[config.mk]
export PLATFORM = sky130hd
export DESIGN_NAME = lsAligner
export DESIGN_NICKNAME = d
export VERILOG_FILES = /design/src/rtl/lsaPkg.sv /design/src/rtl/lsaCtrl.sv /design/src/rtl/lsaData.sv /design/src/rtl/lsAligner.sv
export SDC_FILE = /design/constraint.sdc
export NUM_CORES = 1
export LEC_CHECK = 0
export BUFFER_PORTS_ARGS = -buffer_cell sky130_fd_sc_hd__buf_2
export CAP_MARGIN = 20
export CORE_UTILIZATION = 35
export CTS_CLUSTER_SIZE = 20
export DETAILED_ROUTE_END_ITERATION = 10
export PLACE_DENSITY = 0.69
export SYNTH_ARGS = -nofsm -noshare
export SYNTH_HDL_FRONTEND = slang
export SYNTH_HIERARCHICAL = 1
export SYNTH_SLANG_ARGS = --single-unit
[constraint.sdc]
create_clock -name clk -period 4.2 [get_ports clk]
set_input_delay 0.42 -clock clk [delete_from_list [all_inputs] [get_ports clk]]
set_output_delay 0.42 -clock clk [all_outputs]
set_load 0.05 [all_outputs]
[src/rtl/lsaPkg.sv]
package lsaPkg;

  typedef enum logic [1:0] {
    SZ_BYTE = 2'd0,
    SZ_HALF = 2'd1,
    SZ_WORD = 2'd2,
    SZ_BAD  = 2'd3
  } accSize_t;

  // strobes from control to datapath for the current request
  typedef struct packed {
    logic     issue;
    logic     write;
    logic     misaligned;
    accSize_t size;
  } reqCtrl_t;

  // format captured for a load in flight
  typedef struct packed {
    logic     zeroExt;
    accSize_t size;
  } ldCtrl_t;

endpackage

[src/rtl/lsaCtrl.sv]
module lsaCtrl
  import lsaPkg::*;
#(
  parameter int OFF_W = 2
) (
  input  logic             clk,
  input  logic             rstN,
  input  logic             reqValid,
  input  logic             reqStore,
  input  logic [1:0]       reqSize,
  input  logic             reqUnsigned,
  input  logic [OFF_W-1:0] addrOff,
  output reqCtrl_t         reqC,
  output ldCtrl_t          ldC,
  output logic [OFF_W-1:0] ldOff,
  output logic             loadValid
);

  accSize_t sizeSel;
  logic     badAlign;
  logic     loadIssue;

  assign sizeSel = accSize_t'(reqSize);

  always_comb begin
    case (sizeSel)
      SZ_BYTE: badAlign = 1'b0;
      SZ_HALF: badAlign = addrOff[0];
      SZ_WORD: badAlign = |addrOff;
      default: badAlign = 1'b1;
    endcase
  end

  always_comb begin
    reqC.size       = sizeSel;
    reqC.misaligned = reqValid & badAlign;
    reqC.issue      = reqValid & ~badAlign;
    reqC.write      = reqValid & ~badAlign & reqStore;
  end

  assign loadIssue = reqValid & ~badAlign & ~reqStore;

  always_ff @(posedge clk or negedge rstN) begin
    if (!rstN) begin
      loadValid   <= 1'b0;
      ldC.size    <= SZ_WORD;
      ldC.zeroExt <= 1'b0;
      ldOff       <= '0;
    end else begin
      loadValid <= loadIssue;
      if (loadIssue) begin
        ldC.size    <= sizeSel;
        ldC.zeroExt <= reqUnsigned;
        ldOff       <= addrOff;
      end
    end
  end

  AST_LOAD_RETURNS: assert property (@(posedge clk) disable iff (!rstN)
    (reqValid && !reqStore && !reqC.misaligned) |=> loadValid);

  AST_ERR_NO_LOAD: assert property (@(posedge clk) disable iff (!rstN)
    reqC.misaligned |=> !loadValid);

  AST_FMT_HELD: assert property (@(posedge clk) disable iff (!rstN)
    !loadIssue |=> $stable(ldOff));

endmodule

[src/rtl/lsaData.sv]
module lsaData
  import lsaPkg::*;
#(
  parameter int DATA_W = 32,
  parameter int ADDR_W = 32,
  parameter int DISP_W = 16,
  localparam int LANES  = DATA_W / 8,
  localparam int HALVES = LANES / 2,
  localparam int OFF_W  = $clog2(LANES)
) (
  input  logic [ADDR_W-1:0] baseReg,
  input  logic [DISP_W-1:0] disp,
  input  logic [DATA_W-1:0] storeData,
  input  logic [DATA_W-1:0] memRdata,
  input  reqCtrl_t          reqC,
  input  ldCtrl_t           ldC,
  input  logic [OFF_W-1:0]  ldOff,
  output logic [ADDR_W-1:0] effAddr,
  output logic [OFF_W-1:0]  addrOff,
  output logic [LANES-1:0]  memStrb,
  output logic [DATA_W-1:0] memWdata,
  output logic [DATA_W-1:0] loadData
);

  logic [7:0]  selByte;
  logic [15:0] selHalf;

  assign effAddr = baseReg + {{(ADDR_W-DISP_W){disp[DISP_W-1]}}, disp};
  assign addrOff = effAddr[OFF_W-1:0];

  // big-endian lanes: offset k drives strobe bit LANES-1-k
  genvar k;
  generate
    for (k = 0; k < LANES; k++) begin : gLane
      logic laneHit;
      always_comb begin
        case (reqC.size)
          SZ_BYTE: laneHit = (addrOff == OFF_W'(k));
          SZ_HALF: laneHit = (addrOff[OFF_W-1:1] == (OFF_W-1)'(k / 2));
          SZ_WORD: laneHit = 1'b1;
          default: laneHit = 1'b0;
        endcase
      end
      assign memStrb[LANES-1-k] = reqC.write & laneHit;
    end
  endgenerate

  always_comb begin
    case (reqC.size)
      SZ_BYTE: memWdata = {LANES{storeData[7:0]}};
      SZ_HALF: memWdata = {HALVES{storeData[15:0]}};
      default: memWdata = storeData;
    endcase
  end

  always_comb begin
    selByte = '0;
    for (int b = 0; b < LANES; b++)
      if (ldOff == OFF_W'(b)) selByte = memRdata[DATA_W-1-8*b -: 8];
  end

  always_comb begin
    selHalf = '0;
    for (int h = 0; h < HALVES; h++)
      if (ldOff[OFF_W-1:1] == (OFF_W-1)'(h)) selHalf = memRdata[DATA_W-1-16*h -: 16];
  end

  always_comb begin
    case (ldC.size)
      SZ_BYTE: loadData = {{(DATA_W-8){~ldC.zeroExt & selByte[7]}}, selByte};
      SZ_HALF: loadData = {{(DATA_W-16){~ldC.zeroExt & selHalf[15]}}, selHalf};
      default: loadData = memRdata;
    endcase
  end

endmodule

[src/rtl/lsAligner.sv]
module lsAligner
  import lsaPkg::*;
#(
  parameter int DATA_W = 32,
  parameter int ADDR_W = 32,
  parameter int DISP_W = 16,
  localparam int LANES = DATA_W / 8,
  localparam int OFF_W = $clog2(LANES)
) (
  input  logic              clk,
  input  logic              rstN,
  input  logic              reqValid,
  input  logic              reqStore,
  input  logic [1:0]        reqSize,
  input  logic              reqUnsigned,
  input  logic [ADDR_W-1:0] baseReg,
  input  logic [DISP_W-1:0] disp,
  input  logic [DATA_W-1:0] storeData,
  output logic [ADDR_W-1:0] memAddr,
  output logic              memReq,
  output logic              memWe,
  output logic [LANES-1:0]  memStrb,
  output logic [DATA_W-1:0] memWdata,
  input  logic [DATA_W-1:0] memRdata,
  output logic              alignErr,
  output logic              loadValid,
  output logic [DATA_W-1:0] loadData
);

  reqCtrl_t         reqC;
  ldCtrl_t          ldC;
  logic [OFF_W-1:0] ldOff;
  logic [OFF_W-1:0] addrOff;

  lsaCtrl #(.OFF_W(OFF_W)) uCtrl (
    .clk(clk), .rstN(rstN), .reqValid(reqValid), .reqStore(reqStore),
    .reqSize(reqSize), .reqUnsigned(reqUnsigned), .addrOff(addrOff),
    .reqC(reqC), .ldC(ldC), .ldOff(ldOff), .loadValid(loadValid)
  );

  lsaData #(.DATA_W(DATA_W), .ADDR_W(ADDR_W), .DISP_W(DISP_W)) uData (
    .baseReg(baseReg), .disp(disp), .storeData(storeData), .memRdata(memRdata),
    .reqC(reqC), .ldC(ldC), .ldOff(ldOff), .effAddr(memAddr), .addrOff(addrOff),
    .memStrb(memStrb), .memWdata(memWdata), .loadData(loadData)
  );

  assign memReq   = reqC.issue;
  assign memWe    = reqC.write;
  assign alignErr = reqC.misaligned;

  AST_ERR_SILENT: assert property (@(posedge clk) disable iff (!rstN)
    alignErr |-> (!memReq && !memWe && memStrb == '0));

  AST_STRB_NEEDS_WE: assert property (@(posedge clk) disable iff (!rstN)
    (memStrb != '0) |-> memWe);

  AST_BYTE_ONE_LANE: assert property (@(posedge clk) disable iff (!rstN)
    (memWe && reqSize == 2'd0) |-> ($countones(memStrb) == 1));

  AST_HALF_TWO_LANES: assert property (@(posedge clk) disable iff (!rstN)
    (memWe && reqSize == 2'd1) |-> ($countones(memStrb) == 2));

  AST_IDLE_QUIET: assert property (@(posedge clk) disable iff (!rstN)
    !reqValid |-> (!memReq && !alignErr));

endmodule

==> impl_summary.log, run 1 <==
INFO  metric critical_path.slowest_cell = sky130_fd_sc_hd__ha_1
INFO  metric p_leak = 2.322 nW
INFO  metric largest_net_degree_at_the_start_of_global_routing = 38
INFO  metric placer_congestion_estimate = 0.8747
INFO  metric fin_cells = 734
INFO  metric rsz0062_at_grt = false
INFO  metric worst_setup_hold_path_clk_slew = 40 ps
INFO  metric avgSynthCellArea = 7.334 sq um
INFO  metric ir_worst_vdd = 0.0002894 V
INFO  metric startpoint_type = input pin
INFO  metric achievable-frequency = 310.6 MHz
INFO  metric grt_pass1_vias = 3784
INFO  metric detailedRoute.firstIterationViolations = 230
INFO  metric worst_hold_margin = 13.71 ps
INFO  metric syn_area = 3183 sq um
INFO  metric critPathMostFrequentCell = sky130_fd_sc_hd__buf_2
INFO  metric die_height = 97.37 microns
INFO  metric clkLatencyLatePin = 220 ps
INFO  metric synth.lib_cells_used.distinct = 59
INFO  metric drv_slew = 0
INFO  metric first_pass_grt_wire_length = 18470 microns
INFO  metric setup.worst_path.class = in -> out
INFO  metric timing_worst_slew_pin_value = 1030 ps
INFO  metric cts-hold-fix-buffers = 0
INFO  metric ant_nets = 0
INFO  metric synth.ff_latch_count = 6
INFO  metric synth_edf_count = 0
INFO  metric hpwl = 9531 microns
INFO  metric report.power.total = 1.891 mW
INFO  metric post-cts-setup-buffers = 0
INFO  metric tritoncts_clock_tree = built
INFO  metric overflow = 0
INFO  metric boundaryPins = 223
INFO  metric die_width = 97.37 microns
INFO  metric worstPathArrival = 2800 ps
INFO  metric post_drt_wl_per_cell = 15.57 microns
INFO  metric rows = 34
INFO  metric worst_clock_skew = 0 ps
INFO  metric outcome = finished, final reports clean
INFO  metric setup-tns-final = 0 ps
INFO  metric synth-warning-count = 6
INFO  metric critPathMaxFanout = 17
INFO  metric fraction_of_layout_cells_with_a_size_suffix_above_1 = 0.4393
INFO  metric max_cap_violations = 0
INFO  metric crit_path_cell_trace = buf_2, ha_1, a21oi_1, o21ai_0, a221oi_1, o221ai_1, a31oi_1, o21ai_1, xor2_1, buf_2
INFO  metric power.density_cell_area = 440.1 nW/um^2
INFO  metric synth_sequential_area_ratio = 0.04756
INFO  metric synth_ff_type = sky130_fd_sc_hd__dfrtp_1
INFO  metric tritoncts_sink_count = 6
INFO  metric grt.total_usage = 0.2288
INFO  metric drt_wl_total = 11430 microns
INFO  metric insertedDiodeCount = 0
INFO  metric drc = 0
INFO  metric cts_root_buffer = sky130_fd_sc_hd__clkbuf_8
INFO  metric ctsHtreeMaxLevel = 1
INFO  metric buffer_ports.inserted = 222
INFO  metric area_growth_syn_to_layout = 35.02%
INFO  metric final-setup-viol-count = 0
INFO  metric post_drt_via_cell_ratio = 5.527
INFO  metric numPlacedInstances = 730
INFO  metric maxSlewHeadroom = 0.3110
INFO  metric critical_path.max_stage_delay = 380 ps
INFO  metric initial_antenna_violation_count = 0
INFO  metric die-area = 9480 sq um
INFO  metric worst_hold_path_type = in -> async
INFO  metric end_kind = output port
INFO  metric drt_pass1_iterations = 5
INFO  metric std_cell_core_area = 8763 sq um
INFO  metric clock_tree.buffer_depth = 2
INFO  metric async_flop_share = 1.000
INFO  metric cts_resized = 0
INFO  metric initial_core_util = 0.3632
INFO  metric postSynthCellCount = 434
INFO  metric cts_made_buffers = 3
INFO  metric fin_nets = 778
INFO  metric report.final.hold_viol_count = 0
INFO  metric vias = 4057
INFO  metric synthesis.nets = 585
INFO  metric final.period_utilization = 0.7667
INFO  metric crit_required = 3780 ps
INFO  metric post-route-min-period = 3220 ps
-- worst max-delay path: cells and delay by family --
family | cells | cell delay (ps)
adder cells (fa/ha/maj) | 1 | 380
XOR/XNOR | 1 | 140
buffers and inverters | 2 | 580
AO/OA/AOI/OAI | 6 | 1270
-- flip-flops by register name (all words and copies together) (netlist names) --
| signal | count |
|---|---|
| uCtrl/ldC | 3 |
| uCtrl/loadValid | 1 |
| uCtrl/ldOff | 2 |
-- per-stage QoR --
| step | instance area [sq um] | utilization | setup WS (ps) |
|---|---|---|---|
| 6_report | 4298 | 0.4904 | 980.0 |
| 5_1_grt | 4298 | 0.4904 | 844.8 |
| 4_1_cts | 4298 | 0.4904 | 1040 |
| 3_5_place_dp | 4253 | 0.4853 | 1033 |
| 3_3_place_gp | 4253 | 0.4853 | 1143 |
| 2_1_floorplan | 3183 | - | 780.6 |
-- power breakdown --
group	total, mW	switching [mW]	internal, mW	leakage [nW]
logic	1.67	1.19	0.475	2.23
registers	0.133	0.0585	0.0746	0.0714
clock network	0.0891	0.0239	0.0652	0.0228
total	1.89	1.28	0.615	2.32
-- cell usage in the layout (no fill, tap or decap), types with 12 or more instances in the layout --
cell type / synthesis / final
sky130_fd_sc_hd__a21o_1: 12 / 12
sky130_fd_sc_hd__inv_1: 12 / 12
sky130_fd_sc_hd__mux2_2: 22 / 22
sky130_fd_sc_hd__o21ai_0: 14 / 14
sky130_fd_sc_hd__ha_1: 31 / 31
sky130_fd_sc_hd__xnor2_1: 15 / 15
sky130_fd_sc_hd__a21oi_1: 35 / 35
sky130_fd_sc_hd__buf_2: 9 / 222
sky130_fd_sc_hd__xor2_1: 14 / 14
sky130_fd_sc_hd__a22o_1: 15 / 15
sky130_fd_sc_hd__nand2_1: 82 / 82
sky130_fd_sc_hd__nor2_1: 27 / 27
-- Yosys cell counts, types with 2 or more instances --
cell type                   n  area share
sky130_fd_sc_hd__a22oi_1    8       0.019
sky130_fd_sc_hd__mux2_2    22       0.078
sky130_fd_sc_hd__ha_1      31        0.12
sky130_fd_sc_hd__a221o_1    7       0.022
sky130_fd_sc_hd__nand2_1   82       0.097
sky130_fd_sc_hd__o21bai_1   4      0.0094
sky130_fd_sc_hd__xor2_1    14       0.039
sky130_fd_sc_hd__buf_1      4      0.0047
sky130_fd_sc_hd__a31oi_1    2      0.0039
sky130_fd_sc_hd__a21o_1    12       0.028
sky130_fd_sc_hd__nor2b_1    4      0.0079
sky130_fd_sc_hd__buf_4     12       0.028
sky130_fd_sc_hd__a211o_1    2      0.0055
sky130_fd_sc_hd__o21ai_1    9       0.014
sky130_fd_sc_hd__a21oi_1   35       0.055
sky130_fd_sc_hd__buf_2      9       0.014
sky130_fd_sc_hd__xnor2_1   15       0.041
sky130_fd_sc_hd__inv_1     12       0.014
sky130_fd_sc_hd__o21ai_0   14       0.022
sky130_fd_sc_hd__mux4_2     8       0.057
sky130_fd_sc_hd__a22o_1    15       0.041
sky130_fd_sc_hd__a21oi_2    4       0.011
sky130_fd_sc_hd__o21ai_2    2      0.0055
sky130_fd_sc_hd__nor2_1    27       0.032
sky130_fd_sc_hd__o21a_1     6       0.014
sky130_fd_sc_hd__nor3_1     2      0.0031
sky130_fd_sc_hd__o221ai_1   3      0.0083
sky130_fd_sc_hd__dfrtp_1    5       0.039
sky130_fd_sc_hd__nand4_1    8       0.016
sky130_fd_sc_hd__mux2i_1    9       0.028
sky130_fd_sc_hd__and3_1     3      0.0059
sky130_fd_sc_hd__clkbuf_1  11       0.013
sky130_fd_sc_hd__nand2b_1   2      0.0039
sky130_fd_sc_hd__a211oi_1   2      0.0047
sky130_fd_sc_hd__nand3_1    5      0.0079
-- kinds of logic (layout without fill, tap and decap cells) --
group	count (synthesis)	count (layout)	share of synthesized area
simple gates	143	143	0.1981
fa+ha+maj	32	32	0.1281
xor+xnor	29	29	0.07980
mux	39	39	0.1627
flops	6	6	0.04756
buf+inv	48	240	0.07429
compound gates	137	137	0.3094
-- layer usage --
metal  share of wire  track usage  vias to the layer above
li1                -            -                     1976
met1            0.42       0.3003                     1888
met2            0.50       0.4083                      185
met3           0.069      0.02158                        8
met4          0.0093      0.04072                        0
met5               0            0                        -
-- final cells by class --
cell class	count	area (sq um)
Inverter	12	45.04
Clock buffer	4	45.04
Fill cell	891	4466
Multi-Input combinational cell	380	2795
Sequential cell	6	151.4
Timing Repair Buffer	224	1126
Tap cell	108	135.1
-- worst paths after layout --
kind	startpoint	end	slack, ps	depth (start not counted)
worst min-delay path	rstN	uCtrl/ldOff[1]	10	1
max in group asynchronous	rstN	uCtrl/ldC[1]	3960	1
worst min register to register	uCtrl/ldC[2]	uCtrl/ldC[2]	570	1
worst max register to register	uCtrl/ldC[1]	uCtrl/ldC[1]	2930	1
min in group clk	reqUnsigned	uCtrl/ldC[2]	450	2
worst max-delay path	disp[15]	memAddr[28]	980	10
No activity file was read; power rests on OpenSTA's default activity.
==> run 2: changes to the inputs <==
==> constraint.sdc (replaced) <==
create_clock -name clk -period 3.1 [get_ports clk]
set_input_delay 0.31 -clock clk [delete_from_list [all_inputs] [get_ports clk]]
set_output_delay 0.31 -clock clk [all_outputs]
set_load 0.05 [all_outputs]
==> impl_summary.log, run 2 (synthesis results as in run 1) <==
INFO  metric place_area = 4268 sq um (was 4253 sq um)
INFO  metric worst_hold_margin = 342.6 ps (was 13.71 ps)
INFO  metric overflow = 0 (unchanged)
INFO  metric report.power.total = 2.559 mW (was 1.891 mW)
INFO  metric std_cell_core_area = 8763 sq um (unchanged)
INFO  metric postLayoutCellArea = 4325 sq um (was 4298 sq um)
INFO  metric report.final.hold_viol_count = 0 (unchanged)
INFO  metric boundaryPins = 223 (unchanged)
INFO  metric first_pass_grt_wire_length = 18060 microns (was 18470 microns)
INFO  metric rsz0062_at_grt = false (unchanged)
INFO  metric fin_nets = 781 (was 778)
INFO  metric drt_pass1_iterations = 4 (was 5)
INFO  metric post_drt_via_cell_ratio = 5.475 (was 5.527)
INFO  metric ir_worst_vdd = 0.0003341 V (was 0.0002894 V)
INFO  metric largest_net_degree_at_the_start_of_global_routing = 32 (was 38)
INFO  metric setup.worst_path.class = in -> out (unchanged)
INFO  metric layout_commonest_cell = sky130_fd_sc_hd__buf_2 (unchanged)
INFO  metric placer_congestion_estimate = 0.8976 (was 0.8747)
INFO  metric ctsHtreeMaxLevel = 1 (unchanged)
INFO  metric post-route-min-period = 2853 ps
INFO  metric initial_antenna_violation_count = 0 (unchanged)
INFO  metric final-setup-viol-count = 0 (unchanged)
INFO  metric die-area = 9480 sq um (unchanged)
INFO  metric achievable-frequency = 350.6 MHz
INFO  metric critical_path.slowest_cell = sky130_fd_sc_hd__ha_1 (unchanged)
INFO  metric worst_clock_skew = 0 ps (unchanged)
INFO  metric startpoint_type = input pin (unchanged)
INFO  metric end_kind = output port (unchanged)
INFO  metric insertedDiodeCount = 0 (unchanged)
INFO  metric largest_reg_flops = 3 (unchanged)
INFO  metric hpwl = 9518 microns (was 9531 microns)
INFO  metric tritoncts_clock_tree = built (unchanged)
INFO  metric switching_share = 0.6723 (was 0.6749)
INFO  metric cts_made_buffers = 3 (unchanged)
INFO  metric fraction_of_layout_cells_with_a_size_suffix_above_1 = 0.4404 (was 0.4393)
INFO  metric maxSlewHeadroom = 0.3040 (was 0.3110)
INFO  metric power.share.clock = 0.047 (about the same)
INFO  metric share_comb_of_total_power = 0.895 (was 0.883)
INFO  metric drv_slew = 0 (unchanged)
INFO  metric worst_hold_path_type = in -> reg (was in -> async)
INFO  metric initial_core_util = 0.3632 (unchanged)
INFO  metric worstPathArrival = 2540 ps (was 2800 ps)
INFO  metric post_drt_wl_per_cell = 15.15 microns (was 15.57 microns)
INFO  metric p_sw = 1.721 mW (was 1.276 mW)
INFO  metric crit_required = 2790 ps (was 3780 ps)
INFO  metric die_width = 97.37 microns (unchanged)
INFO  metric timing_worst_slew_pin_value = 1040 ps (was 1030 ps)
INFO  metric worst_setup_hold_path_clk_slew = 40 ps (about the same)
INFO  metric grt_pass1_vias = 3782 (was 3784)
INFO  metric seqPwrFrac = 0.058 (was 0.070)
INFO  metric numPlacedInstances = 732 (was 730)
INFO  metric area_growth_syn_to_layout = 35.89% (was 35.02%)
INFO  metric outcome = finished, final reports clean (unchanged)
INFO  metric drt_wl_total = 11170 microns (was 11430 microns)
INFO  metric ant_nets = 0 (unchanged)
INFO  metric vias = 4035 (was 4057)
INFO  metric power.density_cell_area = 591.6 nW/um^2 (was 440.1 nW/um^2)
INFO  metric buffer_ports.inserted = 222 (unchanged)
INFO  metric clkLatencyLatePin = 220 ps (about the same)
INFO  metric final.period_utilization = 0.9202
INFO  metric drc = 0 (unchanged)
INFO  metric die_height = 97.37 microns (unchanged)
INFO  metric internal_pwr_total = 0.8386 mW (was 0.6149 mW)
INFO  metric rows = 34 (unchanged)
INFO  metric max_cap_violations = 0 (unchanged)
INFO  metric clock_tree.buffer_depth = 2 (unchanged)
INFO  metric detailedRoute.firstIterationViolations = 193 (was 230)
INFO  metric p_leak = 2.336 nW (was 2.322 nW)
INFO  metric cts_root_buffer = sky130_fd_sc_hd__clkbuf_8 (unchanged)
INFO  metric layout.cells.most_common_list = 221 x sky130_fd_sc_hd__buf_2, 82 x sky130_fd_sc_hd__nand2_1, 35 x sky130_fd_sc_hd__a21oi_1, 31 x sky130_fd_sc_hd__ha_1, 27 x sky130_fd_sc_hd__nor2_1 (was 222 x sky130_fd_sc_hd__buf_2, 82 x sky130_fd_sc_hd__nand2_1, 35 x sky130_fd_sc_hd__a21oi_1, 31 x sky130_fd_sc_hd__ha_1, 27 x sky130_fd_sc_hd__nor2_1)
INFO  metric critical_path.max_stage_delay = 410 ps (was 380 ps)
INFO  metric tritoncts_sink_count = 6 (unchanged)
INFO  metric fin_cells = 737 (was 734)
INFO  metric grt.total_usage = 0.2248 (was 0.2288)
INFO  metric largestRegisters = uCtrl/ldC x3, uCtrl/ldOff x2, uCtrl/loadValid x1 (unchanged)
INFO  metric top_register = uCtrl/ldC (unchanged)
INFO  metric critPathMaxFanout = 17 (unchanged)
INFO  metric crit_path_cell_trace = clkbuf_4, ha_1, a21oi_1, o21ai_0, a221oi_1, o221ai_1, a31oi_1, o21ai_1, xor2_1, buf_2 (was buf_2, ha_1, a21oi_1, o21ai_0, a221oi_1, o221ai_1, a31oi_1, o21ai_1, xor2_1, buf_2)
[run 2: cell types whose count changed in the layout (fill, tap and decap cells not counted)]
cell / previous run / this run
sky130_fd_sc_hd__buf_4: 2 / 4
sky130_fd_sc_hd__buf_2: 222 / 221
sky130_fd_sc_hd__clkbuf_4: 0 / 1
sky130_fd_sc_hd__dlygate4sd3_1: 0 / 1
[run 2: power groups by stage]
stage / sequential, mW / combinational [mW] / clock, mW
after floorplan: 0.111 / 1.83 / 0
after global placement: 0.149 / 2.27 / 0
after detailed placement: 0.150 / 2.28 / 0
after CTS: 0.149 / 2.29 / 0.122
after global routing: 0.153 / 2.41 / 0.127
final: 0.147 / 2.29 / 0.120
[run 2: path summary, 6_finish.rpt]
check | from | endpoint | slack [ps] | cells after the start
hold reg to reg | uCtrl/ldC[2] | uCtrl/ldC[2] | 570 | 1
hold / removal | reqUnsigned | uCtrl/ldC[2] | 340 | 2
setup reg to reg | uCtrl/ldOff[1] | uCtrl/ldOff[1] | 1930 | 2
min in group asynchronous | rstN | uCtrl/loadValid | 470 | 2
setup / recovery | disp[15] | memAddr[28] | 250 | 10
max in group asynchronous | rstN | uCtrl/ldC[1] | 2410 | 2
[run 2: worst max-delay path: cells and delay by family]
kind / cells / cell delay [ps]
adder cells (fa/ha/maj): 1 / 410
AO/OA/AOI/OAI: 6 / 1190
buffers and inverters: 2 / 490
XOR/XNOR: 1 / 120
[run 2: area by class of cell]
cell class	instances	area (sq um)
Timing Repair Buffer	227	1154
Fill cell	901	4438
Multi-Input combinational cell	380	2795
Sequential cell	6	151.4
Inverter	12	45.04
Clock buffer	4	45.04
Tap cell	108	135.1
[run 2: metal layers]
layer	wire length, microns	global-route usage	part of all wire
met1	4884	0.2817	0.44
met3	604	0.02374	0.054
met4	221	0.06674	0.020
met5	0	0	0
met2	5459	0.4029	0.49
[run 2: what timing repair did]
item                       CTS  global route
hold endpoints to repair     5             0
hold buffers                 1             0
setup buffers                0             0
setup endpoints to repair    0             1
resized for setup            0             1
[run 2: stage by stage]
| stage | setup TNS, ps | worst slack [ps] | util |
|---|---|---|---|
| floorplan | -198.9 | -99.43 | - |
| global placement | 0 | 267.4 | 0.4870 |
| detailed placement | 0 | 201.0 | 0.4870 |
| CTS | 0 | 198.7 | 0.4933 |
| global route | 0 | 76.51 | 0.4936 |
| finish | 0 | 247.5 | 0.4936 |
==> run 3: changes to the inputs <==
--- a/config.mk
+++ b/config.mk
@@ -10,6 +10,7 @@
 export CORE_UTILIZATION = 35
 export CTS_CLUSTER_SIZE = 20
 export DETAILED_ROUTE_END_ITERATION = 10
+export GPL_TIMING_DRIVEN = 0
 export PLACE_DENSITY = 0.69
 export SYNTH_ARGS = -nofsm -noshare
 export SYNTH_HDL_FRONTEND = slang
==> impl_summary.log, run 3 (synthesis results as in run 1) <==
INFO  metric outcome = finished, final reports clean (unchanged)
INFO  metric die_width = 97.37 microns (unchanged)
INFO  metric std_cell_core_area = 8763 sq um (unchanged)
INFO  metric use_met3 = 0.02950 (was 0.02374)
INFO  metric clkLatencyLatePin = 220 ps (about the same)
INFO  metric detailedPlace.worstSlack = 141.5 ps (was 201.0 ps)
INFO  metric p_leak = 2.428 nW (was 2.336 nW)
INFO  metric buffer_ports.inserted = 222 (unchanged)
INFO  metric initial_antenna_violation_count = 0 (unchanged)
INFO  metric tritoncts_sink_count = 6 (unchanged)
INFO  metric largest_net_degree_at_the_start_of_global_routing = 18 (was 32)
INFO  metric ir_worst_vdd = 0.0003302 V (was 0.0003341 V)
INFO  metric drt_pass1_iterations = 4 (unchanged)
INFO  metric top_register = uCtrl/ldC (unchanged)
INFO  metric final-setup-viol-count = 0 (unchanged)
INFO  metric insertedDiodeCount = 0 (unchanged)
INFO  metric rsz0062_at_grt = false (unchanged)
INFO  metric worst_setup_hold_path_clk_slew = 40 ps (about the same)
INFO  metric detailedRoute.firstIterationViolations = 210 (was 193)
INFO  metric fin_nets = 813 (was 781)
INFO  metric end_kind = output port (unchanged)
INFO  metric drt_wl_total = 12260 microns (was 11170 microns)
INFO  metric post_drt_via_cell_ratio = 5.429 (was 5.475)
INFO  metric internal_pwr_total = 0.8579 mW (was 0.8386 mW)
INFO  metric crit_required = 2790 ps (about the same)
INFO  metric p_sw = 1.762 mW (was 1.721 mW)
INFO  metric ctsHtreeMaxLevel = 1 (unchanged)
INFO  metric timing.reg2reg.setup_slack = 2320 ps (was 1930 ps)
INFO  metric worst_hold_margin = 346.7 ps (was 342.6 ps)
INFO  metric die-area = 9480 sq um (unchanged)
INFO  metric power.density_cell_area = 583.0 nW/um^2 (was 591.6 nW/um^2)
INFO  metric layout_commonest_cell = sky130_fd_sc_hd__buf_2 (unchanged)
INFO  metric layout.cells.most_common_list = 230 x sky130_fd_sc_hd__buf_2, 82 x sky130_fd_sc_hd__nand2_1, 35 x sky130_fd_sc_hd__a21oi_1, 31 x sky130_fd_sc_hd__ha_1, 27 x sky130_fd_sc_hd__nor2_1 (was 221 x sky130_fd_sc_hd__buf_2, 82 x sky130_fd_sc_hd__nand2_1, 35 x sky130_fd_sc_hd__a21oi_1, 31 x sky130_fd_sc_hd__ha_1, 27 x sky130_fd_sc_hd__nor2_1)
INFO  metric cts_made_buffers = 3 (unchanged)
INFO  metric area_growth_syn_to_layout = 41.16% (was 35.89%)
INFO  metric power.share.clock = 0.047 (about the same)
INFO  metric share_comb_of_total_power = 0.911 (was 0.895)
INFO  metric maxSlewHeadroom = 0.5122 (was 0.3040)
INFO  metric hpwl = 10540 microns (was 9518 microns)
INFO  metric vias = 4175 (was 4035)
INFO  metric startpoint_type = input pin (unchanged)
INFO  metric max_cap_violations = 0 (unchanged)
INFO  metric critPathMaxFanout = 5 (was 17)
INFO  metric post_drt_wl_per_cell = 15.94 microns (was 15.15 microns)
INFO  metric post-route-min-period = 2960 ps (was 2853 ps)
INFO  metric boundaryPins = 223 (unchanged)
INFO  metric cts_root_buffer = sky130_fd_sc_hd__clkbuf_8 (unchanged)
INFO  metric worstPathArrival = 2650 ps (was 2540 ps)
INFO  metric clock_tree.buffer_depth = 2 (unchanged)
INFO  metric tritoncts_clock_tree = built (unchanged)
INFO  metric finalWorstSetupSlack = 140.4 ps (was 247.5 ps)
INFO  metric report.final.hold_viol_count = 0 (unchanged)
INFO  metric switching_share = 0.6725 (was 0.6723)
INFO  metric achievable-frequency = 337.9 MHz (was 350.6 MHz)
INFO  metric worst_hold_path_type = in -> reg (unchanged)
INFO  metric overflow = 0 (unchanged)
INFO  metric initial_core_util = 0.3632 (unchanged)
INFO  metric grt_util_met1 = 0.3093 (was 0.2817)
INFO  metric largestRegisters = uCtrl/ldC x3, uCtrl/ldOff x2, uCtrl/loadValid x1 (unchanged)
INFO  metric drv_slew = 0 (unchanged)
INFO  metric grt_pass1_vias = 4045 (was 3782)
INFO  metric final.period_utilization = 0.9547 (was 0.9202)
INFO  metric largest_reg_flops = 3 (unchanged)
INFO  metric rows = 34 (unchanged)
INFO  metric grt.busiest_layer = met2 (unchanged)
INFO  metric worst_clock_skew = 0 ps (unchanged)
INFO  metric placer_congestion_estimate = 0.9492 (was 0.8976)
INFO  metric first_pass_grt_wire_length = 19710 microns (was 18060 microns)
INFO  metric setup.worst_path.class = in -> out (unchanged)
INFO  metric timing_worst_slew_pin_value = 729.0 ps (was 1040 ps)
INFO  metric grtUsageMet2 = 0.4400 (was 0.4029)
INFO  metric drc = 0 (unchanged)
INFO  metric die_height = 97.37 microns (unchanged)
INFO  metric grt.total_usage = 0.2486 (was 0.2248)
INFO  metric ant_nets = 0 (unchanged)
INFO  metric fraction_of_layout_cells_with_a_size_suffix_above_1 = 0.4463 (was 0.4404)
INFO  metric post-cts-setup-buffers = 0 (unchanged)
INFO  metric seqPwrFrac = 0.042 (was 0.058)
-- run 3: changes by cell type in the layout (fill, tap and decap cells not counted), sizes merged --
cell,previous run,this run
buf,225,246
clkbuf,5,16
-- run 3: what timing repair did --
item                                    in CTS  in global routing
hold buffers                                 1                  0
hold endpoints to repair                     5                  0
gates resized for setup                      0                  2
endpoints found under the setup margin       0                  2
-- run 3: through the flow --
| step | area [sq um] | setup TNS [ps] | util | power, mW | std cells |
|---|---|---|---|---|---|
| floorplan | 3183 | -198.9 | - | 1.943 | 434 |
| global placement | 4429 | 0 | 0.5054 | 2.465 | 764 |
| detailed placement | 4429 | 0 | 0.5054 | 2.483 | 764 |
| CTS | 4484 | 0 | 0.5117 | 2.614 | 769 |
| global route | 4493 | 0 | 0.5127 | 2.754 | 769 |
| finish | 4493 | 0 | 0.5127 | 2.619 | 769 |
-- run 3: routing by layer --
layer  part of all wire  wire, microns  vias to the layer above
met3              0.057            701                       24
li1                   -              -                     2054
met1               0.43           5228                     1906
met4              0.027            329                        0
met5                  0              0                        -
met2               0.49           5997                      191
-- run 3: final timing paths --
path,startpoint,end,cells past startpoint
setup reg to reg,uCtrl/ldC[2],uCtrl/ldC[2],1
max in group asynchronous,rstN,uCtrl/ldC[1],2
min in group asynchronous,rstN,uCtrl/loadValid,2
hold / removal,reqUnsigned,uCtrl/ldC[2],2
hold reg to reg,uCtrl/ldOff[0],uCtrl/ldOff[0],1
setup / recovery,disp[0],memAddr[28],12
-- run 3: power by group through the flow --
stage	clock (mW)	sequential, mW	combinational, mW
global placement	0	0.110	2.35
CTS	0.125	0.111	2.38
floorplan	0	0.111	1.83
global route	0.133	0.114	2.51
detailed placement	0	0.112	2.37
finish	0.123	0.111	2.39
-- run 3: cell type report --
cell class / instances / area (sq um)
Multi-Input combinational cell: 380 / 2801
Sequential cell: 6 / 151.4
Clock buffer: 4 / 45.04
Fill cell: 901 / 4270
Tap cell: 108 / 135.1
Inverter: 12 / 45.04
Buffer: 36 / 191.4
Timing Repair Buffer: 223 / 1124
-- run 3: critical path, cell delays in order --
cell and delay [ps]:
sky130_fd_sc_hd__buf_2 80, sky130_fd_sc_hd__ha_1 190, sky130_fd_sc_hd__inv_1 70, sky130_fd_sc_hd__fa_1 390, sky130_fd_sc_hd__inv_1 70, sky130_fd_sc_hd__a21o_1 170, sky130_fd_sc_hd__a211oi_4 110, sky130_fd_sc_hd__o31ai_2 430
sky130_fd_sc_hd__a31oi_2 190, sky130_fd_sc_hd__o21ai_1 190, sky130_fd_sc_hd__xor2_1 160, sky130_fd_sc_hd__buf_2 280
